<file path="config.mk">
export PLATFORM = sky130hd
export DESIGN_NAME = nvsram_store_ctrl
export DESIGN_NICKNAME = d
export VERILOG_FILES = /design/src/rtl/nvs_pkg.sv /design/src/rtl/nvs_line_sync.sv /design/src/rtl/nvs_countdown.sv /design/src/rtl/nvs_dirty.sv /design/src/rtl/nvsram_store_ctrl.sv
export SDC_FILE = /design/constraint.sdc
export NUM_CORES = 1
export LEC_CHECK = 0
export CAP_MARGIN = 20
export CORE_UTILIZATION = 52
export DETAILED_ROUTE_END_ITERATION = 8
export HOLD_SLACK_MARGIN = 0.08
export PLACE_DENSITY = 0.77
export REMOVE_ABC_BUFFERS = 1
export SETUP_SLACK_MARGIN = 0.15
export SKIP_CTS_REPAIR_TIMING = 1
export SLEW_MARGIN = 20
export SYNTH_ARGS = -nofsm -noshare
export SYNTH_HDL_FRONTEND = slang
export SYNTH_SLANG_ARGS = --single-unit
</file>
<file path="constraint.sdc">
create_clock -name clk -period 2.8 [get_ports clk]
set_clock_uncertainty 0.2 [all_clocks]
set_input_delay 0.56 -clock clk [delete_from_list [all_inputs] [get_ports clk]]
set_output_delay 0.56 -clock clk [all_outputs]
set_load 0.005 [all_outputs]
</file>
<file path="src/rtl/nvs_pkg.sv">
package nvs_pkg;
  typedef enum logic [2:0] {
    ST_IDLE  = 3'd0,
    ST_DELAY = 3'd1,
    ST_STORE = 3'd2,
    ST_WAIT  = 3'd3,
    ST_ABORT = 3'd4,
    ST_ONSET = 3'd5
  } nvs_state_e;
endpackage

</file>
<file path="src/rtl/nvs_line_sync.sv">
module nvs_line_sync #(
  parameter int STAGES = 2
) (
  input  logic clk,
  input  logic rst,
  input  logic din_async,
  output logic level,
  output logic fall
);
  // sh[0..STAGES-1] synchronize, sh[STAGES] holds the previous synchronized level
  logic [STAGES:0] sh;

  always_ff @(posedge clk) begin
    if (rst) sh <= '1;
    else     sh <= {sh[STAGES-1:0], din_async};
  end

  assign level = sh[STAGES-1];
  assign fall  = sh[STAGES] & ~sh[STAGES-1];
endmodule

</file>
<file path="src/rtl/nvs_countdown.sv">
module nvs_countdown #(
  parameter int W = 8
) (
  input  logic         clk,
  input  logic         rst,
  input  logic         load,
  input  logic [W-1:0] load_val,
  output logic         zero
);
  logic [W-1:0] cnt;

  always_ff @(posedge clk) begin
    if (rst)              cnt <= '0;
    else if (load)        cnt <= load_val;
    else if (cnt != '0)   cnt <= cnt - 1'b1;
  end

  assign zero = (cnt == '0);
endmodule

</file>
<file path="src/rtl/nvs_dirty.sv">
module nvs_dirty (
  input  logic clk,
  input  logic rst,
  input  logic set,
  input  logic clr,
  output logic dirty
);
  always_ff @(posedge clk) begin
    if (rst)      dirty <= 1'b0;
    else if (set) dirty <= 1'b1;   // a fresh write outranks a clear in the same cycle
    else if (clr) dirty <= 1'b0;
  end
endmodule

</file>
<file path="src/rtl/nvsram_store_ctrl.sv">
module nvsram_store_ctrl
  import nvs_pkg::*;
#(
  parameter int DELAY_CYC   = 64,
  parameter int ONSET_CYC   = 2000,
  parameter int SYNC_STAGES = 2
) (
  input  logic       clk,
  input  logic       rst,
  input  logic       line_n_in,
  output logic       busy_drive,
  input  logic       pwr_fail,
  input  logic       low_supply,
  input  logic       auto_inhibit,
  input  logic       sw_store_req,
  input  logic       wr_commit,
  input  logic       recall_done,
  input  logic       nv_done,
  output logic       nv_start,
  output logic       wr_allow,
  output logic       rd_allow,
  output logic       skip_pulse,
  output logic [2:0] status
);
  localparam int MAXC = (DELAY_CYC > ONSET_CYC) ? DELAY_CYC : ONSET_CYC;
  localparam int TW   = $clog2(MAXC + 1);
  localparam logic [TW-1:0] DLY_LOAD = TW'(DELAY_CYC - 1);
  localparam logic [TW-1:0] ONS_LOAD = TW'(ONSET_CYC - 1);

  nvs_state_e state, state_n;
  logic own, own_n;          // controller itself is pulling the line (power-fail path)
  logic line_hi, line_fall;
  logic pwr_q, pwr_rise;
  logic t_zero, t_load;
  logic [TW-1:0] t_val;
  logic dirty, dirty_clr;

  nvs_line_sync #(.STAGES(SYNC_STAGES)) u_sync (
    .clk(clk), .rst(rst), .din_async(line_n_in),
    .level(line_hi), .fall(line_fall)
  );

  nvs_countdown #(.W(TW)) u_timer (
    .clk(clk), .rst(rst), .load(t_load), .load_val(t_val), .zero(t_zero)
  );

  assign dirty_clr = (state == ST_STORE && nv_done) || recall_done;

  nvs_dirty u_dirty (
    .clk(clk), .rst(rst), .set(wr_commit), .clr(dirty_clr), .dirty(dirty)
  );

  always_ff @(posedge clk) begin
    if (rst) pwr_q <= 1'b0;
    else     pwr_q <= pwr_fail;
  end
  assign pwr_rise = pwr_fail & ~pwr_q;

  always_comb begin
    state_n = state;
    own_n   = own;
    unique case (state)
      ST_IDLE: begin
        if (pwr_rise && !auto_inhibit) begin
          state_n = ST_ONSET;
          own_n   = 1'b1;
        end else if (!low_supply && sw_store_req) begin
          state_n = ST_DELAY;
        end else if (!low_supply && line_fall) begin
          state_n = ST_DELAY;
        end
      end
      ST_ONSET: begin
        if (!line_hi) begin
          state_n = ST_DELAY;
        end else if (t_zero) begin
          state_n = ST_ABORT;
          own_n   = 1'b0;
        end
      end
      ST_DELAY: begin
        if (t_zero) begin
          if (dirty) begin
            state_n = ST_STORE;
          end else begin
            state_n = ST_WAIT;
            own_n   = 1'b0;
          end
        end
      end
      ST_STORE: begin
        if (nv_done) begin
          state_n = ST_WAIT;
          own_n   = 1'b0;
        end
      end
      ST_WAIT: begin
        if (line_hi) state_n = ST_IDLE;
      end
      ST_ABORT: state_n = ST_IDLE;
      default: begin
        state_n = ST_IDLE;
        own_n   = 1'b0;
      end
    endcase
  end

  assign t_load = (state_n != state) && (state_n == ST_DELAY || state_n == ST_ONSET);
  assign t_val  = (state_n == ST_DELAY) ? DLY_LOAD : ONS_LOAD;

  always_ff @(posedge clk) begin
    if (rst) begin
      state      <= ST_IDLE;
      own        <= 1'b0;
      busy_drive <= 1'b0;
      nv_start   <= 1'b0;
      skip_pulse <= 1'b0;
      wr_allow   <= 1'b0;
      rd_allow   <= 1'b1;
    end else begin
      state      <= state_n;
      own        <= own_n;
      busy_drive <= own_n || (state_n == ST_STORE);
      nv_start   <= (state == ST_DELAY) && (state_n == ST_STORE);
      skip_pulse <= (state == ST_DELAY) && (state_n == ST_WAIT);
      wr_allow   <= (state_n == ST_IDLE) && !low_supply && line_hi;
      rd_allow   <= (state_n == ST_IDLE) || (state_n == ST_DELAY) ||
                    (state_n == ST_ONSET) || (state_n == ST_ABORT);
    end
  end

  assign status = state;
endmodule

</file>
* Word level (Yosys, flattened, before mapping)
Cells that the tools add are included.
Word-level totals: bits in registers 25, bits of input ports 10, output and inout bits 8, word-level logic and storage cells 73
Operators by class: add/subtract/negate cells 1, eq/ne operators 11, mux-type cells 22, bitwise gates (word level) 4, reductions and logical operators 24
Operators by type and width (count):
- $mux W11 | 3
- $mux W3 | 8
- $pmux W3 S5 | 1
- $eq A3 B2 Y1 const B | 4
- $eq A3 B3 Y1 const B | 4
- $logic_not A11 Y1 | 1
- $reduce_bool A11 Y1 | 1
- $sub A11 B1 Y11 const B | 1
- $logic_and A1 B1 Y1 | 9
- $mux W1 | 9
- $eq A3 B1 Y1 const B | 2
- $logic_not A3 Y1 | 2
- $logic_or A1 B1 Y1 | 6
- $pmux W1 S5 | 1
- $reduce_bool A2 Y1 | 2
- $ne A3 B3 Y1 | 1
- $and A1 B1 Y1 | 2
- $logic_not A1 Y1 | 2
- $not A1 Y1 | 2
- $reduce_or A2 Y1 | 1

* Logic depth before layout (Yosys ltp)
Gate-level depths: netlist of the first run.
word-level depth 11, depth in mapped cells 7, gate-level depth less buffers 7

* By module
Synthesis of the first run repeated with hierarchy kept, for this count alone.
Unflattened totals: cells, all modules 144, area, all modules 1318.8 µm²
By module, submodules not included:
- nvs_countdown | times used 1, cells an instance 72, area each 626.9 µm², seq. area each 220.2 µm²
- nvsram_store_ctrl | times used 1, cells an instance 61, area each 568.0 µm², seq. area each 200.2 µm²
- nvs_line_sync | times used 1, cells an instance 7, area each 85.1 µm², seq. area each 60.1 µm²
- nvs_dirty | times used 1, cells an instance 4, area each 38.8 µm², seq. area each 20.0 µm²

* Worst setup path before layout of the first run
Ideal clock, no wire load.
path kind flip-flop to flip-flop, start register u_timer.cnt[0], end register u_timer.cnt[8], library setup time 0.131 ns, arrival 1.636 ns, data required time 2.469 ns, path slack 0.834 ns, cell stages (with the launch flop) 8, path buffers 0, clock period less this slack 1.966 ns, cell sequence dfxtp_1 inv_1 ha_1 or2b_2 or3b_1 mux2_4 nand2_2 a21oi_2
Between the ends: cells in the longest elaborated chain, start to end 8, elaborated cells on any way between the ends 16
RTL lines:
- start: declaration | RTL line nvs_countdown.sv:10 | logic [W-1:0] cnt;
- start signal: assignment | RTL line nvs_countdown.sv:14 | else if (load) cnt <= load_val;
- start signal: assignment | RTL line nvs_countdown.sv:15 | else if (cnt != '0) cnt <= cnt - 1'b1;
- $logic_not A11 Y1 | RTL line nvs_countdown.sv:18 | assign zero = (cnt == '0);
- $mux W3 | RTL line nvsram_store_ctrl.sv:76 | end else if (t_zero) begin
- $mux W3 | RTL line nvsram_store_ctrl.sv:74 | if (!line_hi) begin
- $pmux W3 S5 | RTL line nvsram_store_ctrl.sv:62 | unique case (state)
- $eq A3 B1 Y1 / $eq A3 B3 Y1 (equally long branches) | RTL line nvsram_store_ctrl.sv:108, nvsram_store_ctrl.sv:109
- $logic_or A1 B1 Y1 | RTL line nvsram_store_ctrl.sv:108 | assign t_load = (state_n != state) && (state_n == ST_DELAY || state_n == ST_ONSET);
- $logic_and A1 B1 Y1 | RTL line nvsram_store_ctrl.sv:108
- $mux W11 / $reduce_bool A2 Y1 (equally long branches)
Several ways; a longest one is shown, not always the timed one. The select of a mux whose other input is x is not followed. A chain may end at the register's enable or synchronous reset.

* Final worst setup path of the first run
start register state[2] (netlist: status[2]), end output port status[2]
RTL lines:
- start: declaration | RTL line nvsram_store_ctrl.sv:30 | nvs_state_e state, state_n;
- start signal: assignment | RTL line nvsram_store_ctrl.sv:121 | state <= state_n;
- end: declaration | RTL line nvsram_store_ctrl.sv:23 | output logic [2:0] status
No word-level cell between the ends.

==> results of run 1 <==
==> state kept, by name, summed over array words and instances, names as in the netlist <==
name	flops
u_sync.sh	3
status	3
u_timer.cnt	11
rd_allow	1
u_dirty.dirty	1
busy_drive	1
nv_start	1
wr_allow	1
skip_pulse	1
own	1
pwr_q	1
==> layout make-up <==
cell class / count / area (µm²) / share of cell area
Clock buffer: 4 / 26.3 / 0.0188
Inverter: 5 / 18.8 / 0.0134
Multi-Input combinational cell: 96 / 637 / 0.454
Sequential cell: 25 / 500 / 0.357
Tap cell: 27 / 33.8 / 0.0241
Timing Repair Buffer: 19 / 185 / 0.132
==> report_power, final <==
| group | switching (mW) | leakage, nW | internal, mW | total [mW] |
|---|---|---|---|---|
| Clock | 0.101 | 0.0150 | 0.0556 | 0.156 |
| Sequential | 0.100 | 0.206 | 0.439 | 0.539 |
| Combinational | 0.302 | 0.301 | 0.278 | 0.580 |
| Total | 0.503 | 0.522 | 0.772 | 1.28 |
==> path summary, 6_finish.rpt <==
path | endpoint | cells past startpoint
worst max register to register | nv_start | 6
worst min register to register | u_sync.sh[1] | 1
worst min-delay path | u_sync.sh[1] | 1
worst max-delay path | status[2] | 1
==> cells by family (layout without fill, tap and decap cells) <==
logic type               after synthesis  after routing
AND/OR/NAND/NOR                       58             58
AO/OA/AOI/OAI                         29             29
flip-flops                            25             25
buffers and inverters                 11             28
XOR/XNOR                               6              6
multiplexers                           2              2
adder cells (fa/ha/maj)                1              1
==> layer usage <==
metal,share of wire,up-vias,GRT usage
met1,0.47,505,0.314
met4,0.010,0,0.100
met2,0.48,25,0.345
met5,0,-,0
met3,0.037,4,0.0432
li1,-,506,-
==> through the flow <==
stage | hold slack (ns) | total power, mW | std cells | setup WS, ns
after floorplan | 0.189 | 0.962 | 126 | 0.832
after global placement | 0.200 | 1.09 | 172 | 0.399
after detailed placement | 0.198 | 1.12 | 172 | 0.336
after CTS | 0.235 | 1.28 | 176 | 0.542
after global routing | 0.250 | 1.38 | 176 | 0.427
final | 0.224 | 1.28 | 176 | 0.560
==> layout by cell type, fill, tap and decap left out, types with 3 or more instances in the layout <==
master,synthesis,routed
inv_1,5,5
nor2_1,9,9
clkbuf_4,0,3
xnor2_1,4,4
dfxtp_1,25,25
nor3_1,4,4
nor2b_1,5,5
or2_2,4,4
nor4_1,3,3
a21oi_1,10,10
a31oi_1,5,5
clkdlybuf4s50_1,0,17
nand2_1,11,11
nand3_1,5,5
==> flow_metrics.py, run 1 <==
metrics = {
    "run": {
        "drv_cap": 0,
    },
    "critical_path": {
        "critPathKind": "register to output port",
        "worstReg2RegStart": "u_timer.cnt[0]",
        "cp_top_family": "flip-flops",
        "critical_path.max_stage_delay_ns": 0.59,
        "path_buf_inv": 1,
        "rrSetupSlack_ns": 0.67,
        "path_max_fanout": 13,
        "end_kind": "output port",
        "arrival_ns": 1.48,
        "crit_start": "status[2]",
        "cp_slowest_cell": "dfxtp_1",
        "worstPathRequired_ns": 2.04,
        "worstPathCellList": "clkdlybuf4s50_1",
        "startpoint_type": "register",
    },
    "synthesis": {
        "postSynth.asyncResetShare": 0,
        "syn_area_um2": 1180,
        "yosys.area_share.simple": 0.298,
        "synth_top_area_frac": 0.423,
        "synth_top_family_by_area": "simple AND/OR/NAND/NOR gates",
        "netlist_instances": 132,
        "synth_top_area_cell": "dfxtp_1",
        "synthTopCellsByArea": "dfxtp_1, a21oi_1, nand2_1",
        "synth_commonest_cells": "dfxtp_1, nand2_1, a21oi_1, nor2_1",
        "ys.flop_type": "dfxtp_1",
        "synth-compound-area-share": 0.163,
        "yosysWarnings": 0,
        "muxShareOfSynthArea": 0.0222,
        "postSynthAreaPerCell_um2": 8.96,
        "synth_xor_area_frac": 0.0444,
        "synth_edf_count": 0,
        "synth_seq_cells": 25,
        "synth_cell_types": 46,
        "synth_adder_area_share": 0.0106,
        "yosysMostFrequentCell": "dfxtp_1",
        "yosysSeqAreaShare": 0.423,
    },
    "power_and_ir_drop": {
        "cellLeakagePower_nw": 0.522,
        "irDropWorstVdd_uv": 593,
        "power_density_nw_per_um2": 910,
    },
    "global_routing": {
        "overflow": 0,
        "grt_start_max_net_pins": 15,
        "antenna_found_initial": 0,
        "grt.total_usage": 0.228,
        "grt_pass1_vias": 1003,
        "grt_pass1_wl_um": 4360,
    },
    "sta": {
        "final.min_clock_period_ns": 2.24,
        "max_slew_margin": 0.643,
        "tightest_slew_ns": 0.532,
        "finalSetupViolations": 0,
        "grt_setup_unrepaired": "false",
        "maxClockFrequency_mhz": 446,
        "period_share": 0.800,
        "timing.setup.tns_ns": 0,
        "finalHoldViolations": 0,
        "slew_viol_final": 0,
    },
    "floorplan": {
        "io_pins": 18,
        "row_count": 16,
        "die_h_um": 49.7,
        "start_util": 0.579,
        "chipWidth_um": 49.7,
        "dieArea_um2": 2470,
        "coreArea_um2": 2040,
    },
    "drt": {
        "drc": 0,
        "drt-initial-drc-count": 17,
        "viasPerCell": 5.91,
        "wl_per_cell_um": 14.2,
        "dr.pass1.iters": 4,
        "num_vias": 1040,
        "routed_wl_um": 2500,
        "ant_nets": 0,
    },
    "cts": {
        "h-tree-depth": 1,
        "cts-root-buf": "clkbuf_4",
        "cts_tree": "built",
        "insertion_delay_ns": 0.31,
        "cts.sinks": 25,
        "cts.clk_slew.worst_paths_ns": 0.13,
        "cts_buffers": 3,
        "cts.path.max_buffers": 2,
    },
    "worst_hold_path": {
        "hold_class": "register to register",
        "hp-start": "u_sync.sh[0]",
    },
    "outcome": {
        "outcome": "complete, no violations",
    },
    "final_layout": {
        "fill_cells": 186,
        "synthToLayoutAreaGrowth_pct": 18.5,
        "antennaDiodeCount": 0,
        "fin_area_um2": 1400,
        "num-nets-final": 161,
        "final_util": 0.686,
        "drive_gt1_frac": 0.134,
    },
    "placed_design": {
        "portBuffers": 17,
        "hpwl_um": 1790,
        "routabilityCongestion": 0.893,
        "postPlaceCellArea_um2": 1380,
    },
}
(Power assumes the default switching activity.)
==> inputs of run 2 (changes only) <==
--- a/config.mk
+++ b/config.mk
@@ -6,10 +6,10 @@
 export NUM_CORES = 1
 export LEC_CHECK = 0
 export CAP_MARGIN = 20
-export CORE_UTILIZATION = 52
+export CORE_UTILIZATION = 47
 export DETAILED_ROUTE_END_ITERATION = 8
 export HOLD_SLACK_MARGIN = 0.08
-export PLACE_DENSITY = 0.77
+export PLACE_DENSITY = 0.74
 export REMOVE_ABC_BUFFERS = 1
 export SETUP_SLACK_MARGIN = 0.15
 export SKIP_CTS_REPAIR_TIMING = 1
==> constraint.sdc (replaced) <==
create_clock -name clk -period 2.05 [get_ports clk]
set_clock_uncertainty 0.2 [all_clocks]
set_input_delay 0.41 -clock clk [delete_from_list [all_inputs] [get_ports clk]]
set_output_delay 0.41 -clock clk [all_outputs]
set_load 0.005 [all_outputs]
==> flow_metrics.py, run 2 (synthesis results as in run 1) <==
metrics = {
    "outcome": {
        "outcome": "complete, no violations",
    },
    "final_layout": {
        "stdcell_count": 198,
        "synthToLayoutAreaGrowth_pct": 39.7,
        "drive_gt1_frac": 0.359,
        "final_common_cell": "buf_4",
        "multi_input_area_um2": 701,
        "final_cell_mix": "buf_4, dfxtp_1, clkdlybuf4s50_1",
        "num-nets-final": 182,
        "seqCellArea_um2": 517,
        "regMostFlops": "u_timer.cnt",
        "final_util": 0.719,
        "fill_cells": 168,
        "fin_area_um2": 1650,
        "antennaDiodeCount": 0,
        "largest_register_ffs": 11,
    },
    "run": {
        "drv_cap": 0,
    },
    "global_routing": {
        "grt_start_max_net_pins": 19,
        "grt.total_usage": 0.211,
        "grt_pass1_vias": 971,
        "overflow": 0,
        "grt_pass1_wl_um": 4260,
        "antenna_found_initial": 0,
    },
    "floorplan": {
        "start_util": 0.515,
        "die_h_um": 52.2,
        "io_pins": 18,
        "coreArea_um2": 2300,
        "row_count": 17,
        "dieArea_um2": 2720,
        "chipWidth_um": 52.2,
    },
    "drt": {
        "ant_nets": 0,
        "num_vias": 1127,
        "dr.pass1.iters": 4,
        "routed_wl_um": 2880,
        "viasPerCell": 5.69,
        "drc": 0,
        "wl_per_cell_um": 14.6,
        "drt-initial-drc-count": 23,
    },
    "cts": {
        "cts_buffers": 3,
        "cts_tree": "built",
        "cts.sinks": 25,
        "cts.clk_slew.worst_paths_ns": 0.14,
        "h-tree-depth": 1,
        "insertion_delay_ns": 0.31,
        "cts-root-buf": "clkbuf_4",
        "cts.path.max_buffers": 2,
    },
    "placed_design": {
        "postPlaceCellArea_um2": 1470,
        "portBuffers": 17,
        "dp_cells": 185,
        "hpwl_um": 2020,
        "routabilityCongestion": 0.841,
    },
    "critical_path": {
        "startpoint_type": "register",
        "arrival_ns": 1.95,
        "path_max_fanout": 5,
        "end_kind": "register",
        "worstPathRequired_ns": 2.07,
        "critPathKind": "register to register",
    },
    "sta": {
        "period_share": 0.940,
        "finalSetupViolations": 0,
        "max_slew_margin": 0.748,
        "timing.setup.tns_ns": 0,
        "final.min_clock_period_ns": 1.93,
        "slew_viol_final": 0,
        "whs_ns": 0.225,
        "grt_setup_unrepaired": "true",
        "tightest_slew_ns": 0.376,
        "finalHoldViolations": 0,
        "maxClockFrequency_mhz": 519,
    },
    "worst_hold_path": {
        "hold_class": "register to register",
    },
    "power_and_ir_drop": {
        "irDropWorstVdd_uv": 999,
        "cellLeakagePower_nw": 0.670,
        "power_density_nw_per_um2": 1270,
    },
}
-- run 2: cell types whose count changed in the layout (fill, tap and decap cells not counted), sizes merged --
cell           change
clkdlybuf4s50      -2
dlymetal6s2s       +2
buf               +20
clkinv             +1
-- run 2: report_power, final --
| group | switching [mW] | internal [mW] | total (mW) | leakage, nW |
|---|---|---|---|---|
| registers | 0.151 | 0.613 | 0.765 | 0.209 |
| logic | 0.494 | 0.618 | 1.11 | 0.443 |
| clock network | 0.146 | 0.0728 | 0.219 | 0.0177 |
| total | 0.791 | 1.30 | 2.10 | 0.670 |
-- run 2: per-layer routing --
layer | vias up | track usage | share of wire
met2 | 35 | 0.359 | 0.47
met5 | - | 0 | 0
met1 | 524 | 0.270 | 0.45
met3 | 12 | 0.0263 | 0.052
met4 | 0 | 0.0789 | 0.025
li1 | 556 | - | -
-- run 2: area by class of cell --
cell class	instances	share of cell area
Multi-Input combinational cell	96	0.424
Clock inverter	1	0.00303
Sequential cell	25	0.313
Clock buffer	3	0.0136
Timing Repair Buffer	40	0.214
Tap cell	28	0.0212
Inverter	5	0.0114
-- run 2: critical path, stage by stage, from the launching register on --
cell	delay, ns
dfxtp_4	0.38
nor4_4	0.41
or3b_4	0.43
mux2_4	0.31
nand2_2	0.06
a21oi_2	0.04
-- run 2: path summary, 6_finish.rpt --
kind                  start              to  slack (ns)  cells past startpoint
max reg2reg  u_timer.cnt[6]  u_timer.cnt[8]        0.12                      5
max          u_timer.cnt[6]  u_timer.cnt[8]        0.12                      5
min            u_sync.sh[0]    u_sync.sh[1]        0.23                      1
min reg2reg    u_sync.sh[0]    u_sync.sh[1]        0.23                      1
-- run 2: through the flow --
stage	total power [mW]	worst slack, ns
2_1_floorplan	1.31	0.0823
3_3_place_gp	1.62	-0.0995
3_5_place_dp	1.66	-0.196
4_1_cts	1.87	-0.0287
5_1_grt	2.24	0.0901
6_report	2.10	0.123
==> inputs of run 3 (changes only) <==
--- a/config.mk
+++ b/config.mk
@@ -8,6 +8,7 @@
 export CAP_MARGIN = 20
 export CORE_UTILIZATION = 47
 export DETAILED_ROUTE_END_ITERATION = 8
+export GPL_TIMING_DRIVEN = 0
 export HOLD_SLACK_MARGIN = 0.08
 export PLACE_DENSITY = 0.74
 export REMOVE_ABC_BUFFERS = 1
==> flow_metrics.py, run 3 (synthesis results as in run 1) <==
metrics = {
    "critical_path": {
        "worstPathRequired_ns": 2.03,
        "critPathKind": "register to register",
        "reg2reg_depth": 7,
        "arrival_ns": 1.96,
        "worstReg2RegStart": "u_timer.cnt[1]",
        "rrSetupSlack_ns": 0.08,
        "end_kind": "register",
        "startpoint_type": "register",
        "path_max_fanout": 5,
        "reg2reg_to": "u_timer.cnt[8]",
    },
    "worst_hold_path": {
        "hp-start": "u_sync.sh[0]",
        "hold_class": "register to register",
        "hold-path-endpoint": "u_sync.sh[1]",
        "hold_path_depth": 1,
    },
    "sta": {
        "final.min_clock_period_ns": 1.97,
        "maxClockFrequency_mhz": 506,
        "worst_slack_ns": 0.0752,
        "finalSetupViolations": 0,
        "finalHoldViolations": 0,
        "tightest_slew_ns": 0.844,
        "max_slew_margin": 0.436,
        "whs_ns": 0.237,
        "slew_viol_final": 0,
        "grt_setup_unrepaired": "true",
        "period_share": 0.963,
    },
    "cts": {
        "cts_tree": "built",
        "cts_buffers": 3,
        "cts.sinks": 25,
        "cts-root-buf": "clkbuf_4",
        "h-tree-depth": 1,
        "cts.clk_slew.worst_paths_ns": 0.13,
        "insertion_delay_ns": 0.32,
        "cts.path.max_buffers": 2,
    },
    "floorplan": {
        "coreArea_um2": 2300,
        "row_count": 17,
        "die_h_um": 52.2,
        "start_util": 0.515,
        "chipWidth_um": 52.2,
        "dieArea_um2": 2720,
        "io_pins": 18,
    },
    "run": {
        "drv_cap": 0,
    },
    "drt": {
        "ant_nets": 0,
        "wl_per_cell_um": 14.7,
        "drc": 0,
        "viasPerCell": 5.69,
        "dr.pass1.iters": 4,
        "num_vias": 1115,
        "drt-initial-drc-count": 37,
        "routed_wl_um": 2880,
    },
    "final_layout": {
        "seqCellArea_um2": 515,
        "multi_input_area_um2": 701,
        "regMostFlops": "u_timer.cnt",
        "final_cell_mix": "dfxtp_1, buf_4, clkdlybuf4s50_1",
        "largest_register_ffs": 11,
        "fill_cells": 177,
        "num-nets-final": 180,
        "final_common_cell": "dfxtp_1",
        "antennaDiodeCount": 0,
        "synthToLayoutAreaGrowth_pct": 39.6,
        "drive_gt1_frac": 0.315,
    },
    "power_and_ir_drop": {
        "power_frac_comb": 0.523,
        "p_sw_frac": 0.384,
        "cellLeakagePower_nw": 0.679,
        "p_clk_frac": 0.105,
        "power_density_nw_per_um2": 1240,
        "switching_power_mw": 0.789,
        "seqPwrFrac": 0.372,
        "intPower_mw": 1.26,
        "irDropWorstVdd_uv": 1050,
    },
    "outcome": {
        "outcome": "complete, no violations",
    },
    "placed_design": {
        "routabilityCongestion": 0.827,
        "portBuffers": 17,
        "dp_worst_setup_slack_ns": -0.500,
        "hpwl_um": 1650,
    },
    "global_routing": {
        "grt_start_max_net_pins": 24,
        "grt_pass1_wl_um": 4010,
        "overflow": 0,
        "grt.total_usage": 0.201,
        "grt_pass1_vias": 924,
        "antenna_found_initial": 0,
    },
}
## run 3: how the worst max path moves through the flow
| stage | startpoint | endpoint | slack (ns) |
|---|---|---|---|
| after floorplan | u_timer.cnt[0] | u_timer.cnt[8] | 0.08 |
| after global placement | auto_inhibit | u_timer.cnt[4] | -0.47 |
| after detailed placement | auto_inhibit | u_timer.cnt[5] | -0.50 |
| after CTS | status[1] | u_timer.cnt[5] | -0.32 |
| after global routing | u_timer.cnt[1] | u_timer.cnt[8] | 0.03 |
| final | u_timer.cnt[1] | u_timer.cnt[8] | 0.08 |
## run 3: area by class of cell
| cell class | instances | share of cell area |
|---|---|---|
| flip-flops and latches | 25 | 0.312 |
| repair buffers | 38 | 0.214 |
| clock buffers | 3 | 0.0136 |
| well taps | 28 | 0.0212 |
| inverters | 5 | 0.0114 |
| multi-input cells | 96 | 0.425 |
| clock inverters | 1 | 0.00303 |
## run 3: per-layer routing
metal,GRT usage,wire length [µm]
met5,0,0
met4,0.0482,9
met3,0.0614,163
met2,0.316,1400
met1,0.268,1310
## run 3: worst max-delay path, stage by stage (launching register included)
cell and delay, ns:
dfxtp_2 0.35, inv_2 0.06, ha_4 0.14, or2b_4 0.29
or3b_1 0.37, mux2_4 0.31, nand2_2 0.07, a21oi_2 0.05
## run 3: power by group through the flow
stage	clock, mW	combinational, mW	sequential [mW]
floorplan	0	0.595	0.719
global placement	0	0.746	0.736
detailed placement	0	0.760	0.743
CTS	0.226	0.766	0.733
global route	0.245	1.17	0.777
finish	0.216	1.07	0.763
## run 3: per-stage QoR
stage                     area (µm²)  std cells  power [mW]  TNS, ns   util
final                           1650        196        2.05        0  0.718
after global routing            1650        196        2.19        0  0.718
after detailed placement        1360        171        1.50    -4.64  0.593
after global placement          1360        171        1.48    -4.22  0.593
after CTS                       1390        175        1.72    -2.16  0.605
after floorplan                 1160        126        1.31        0      -
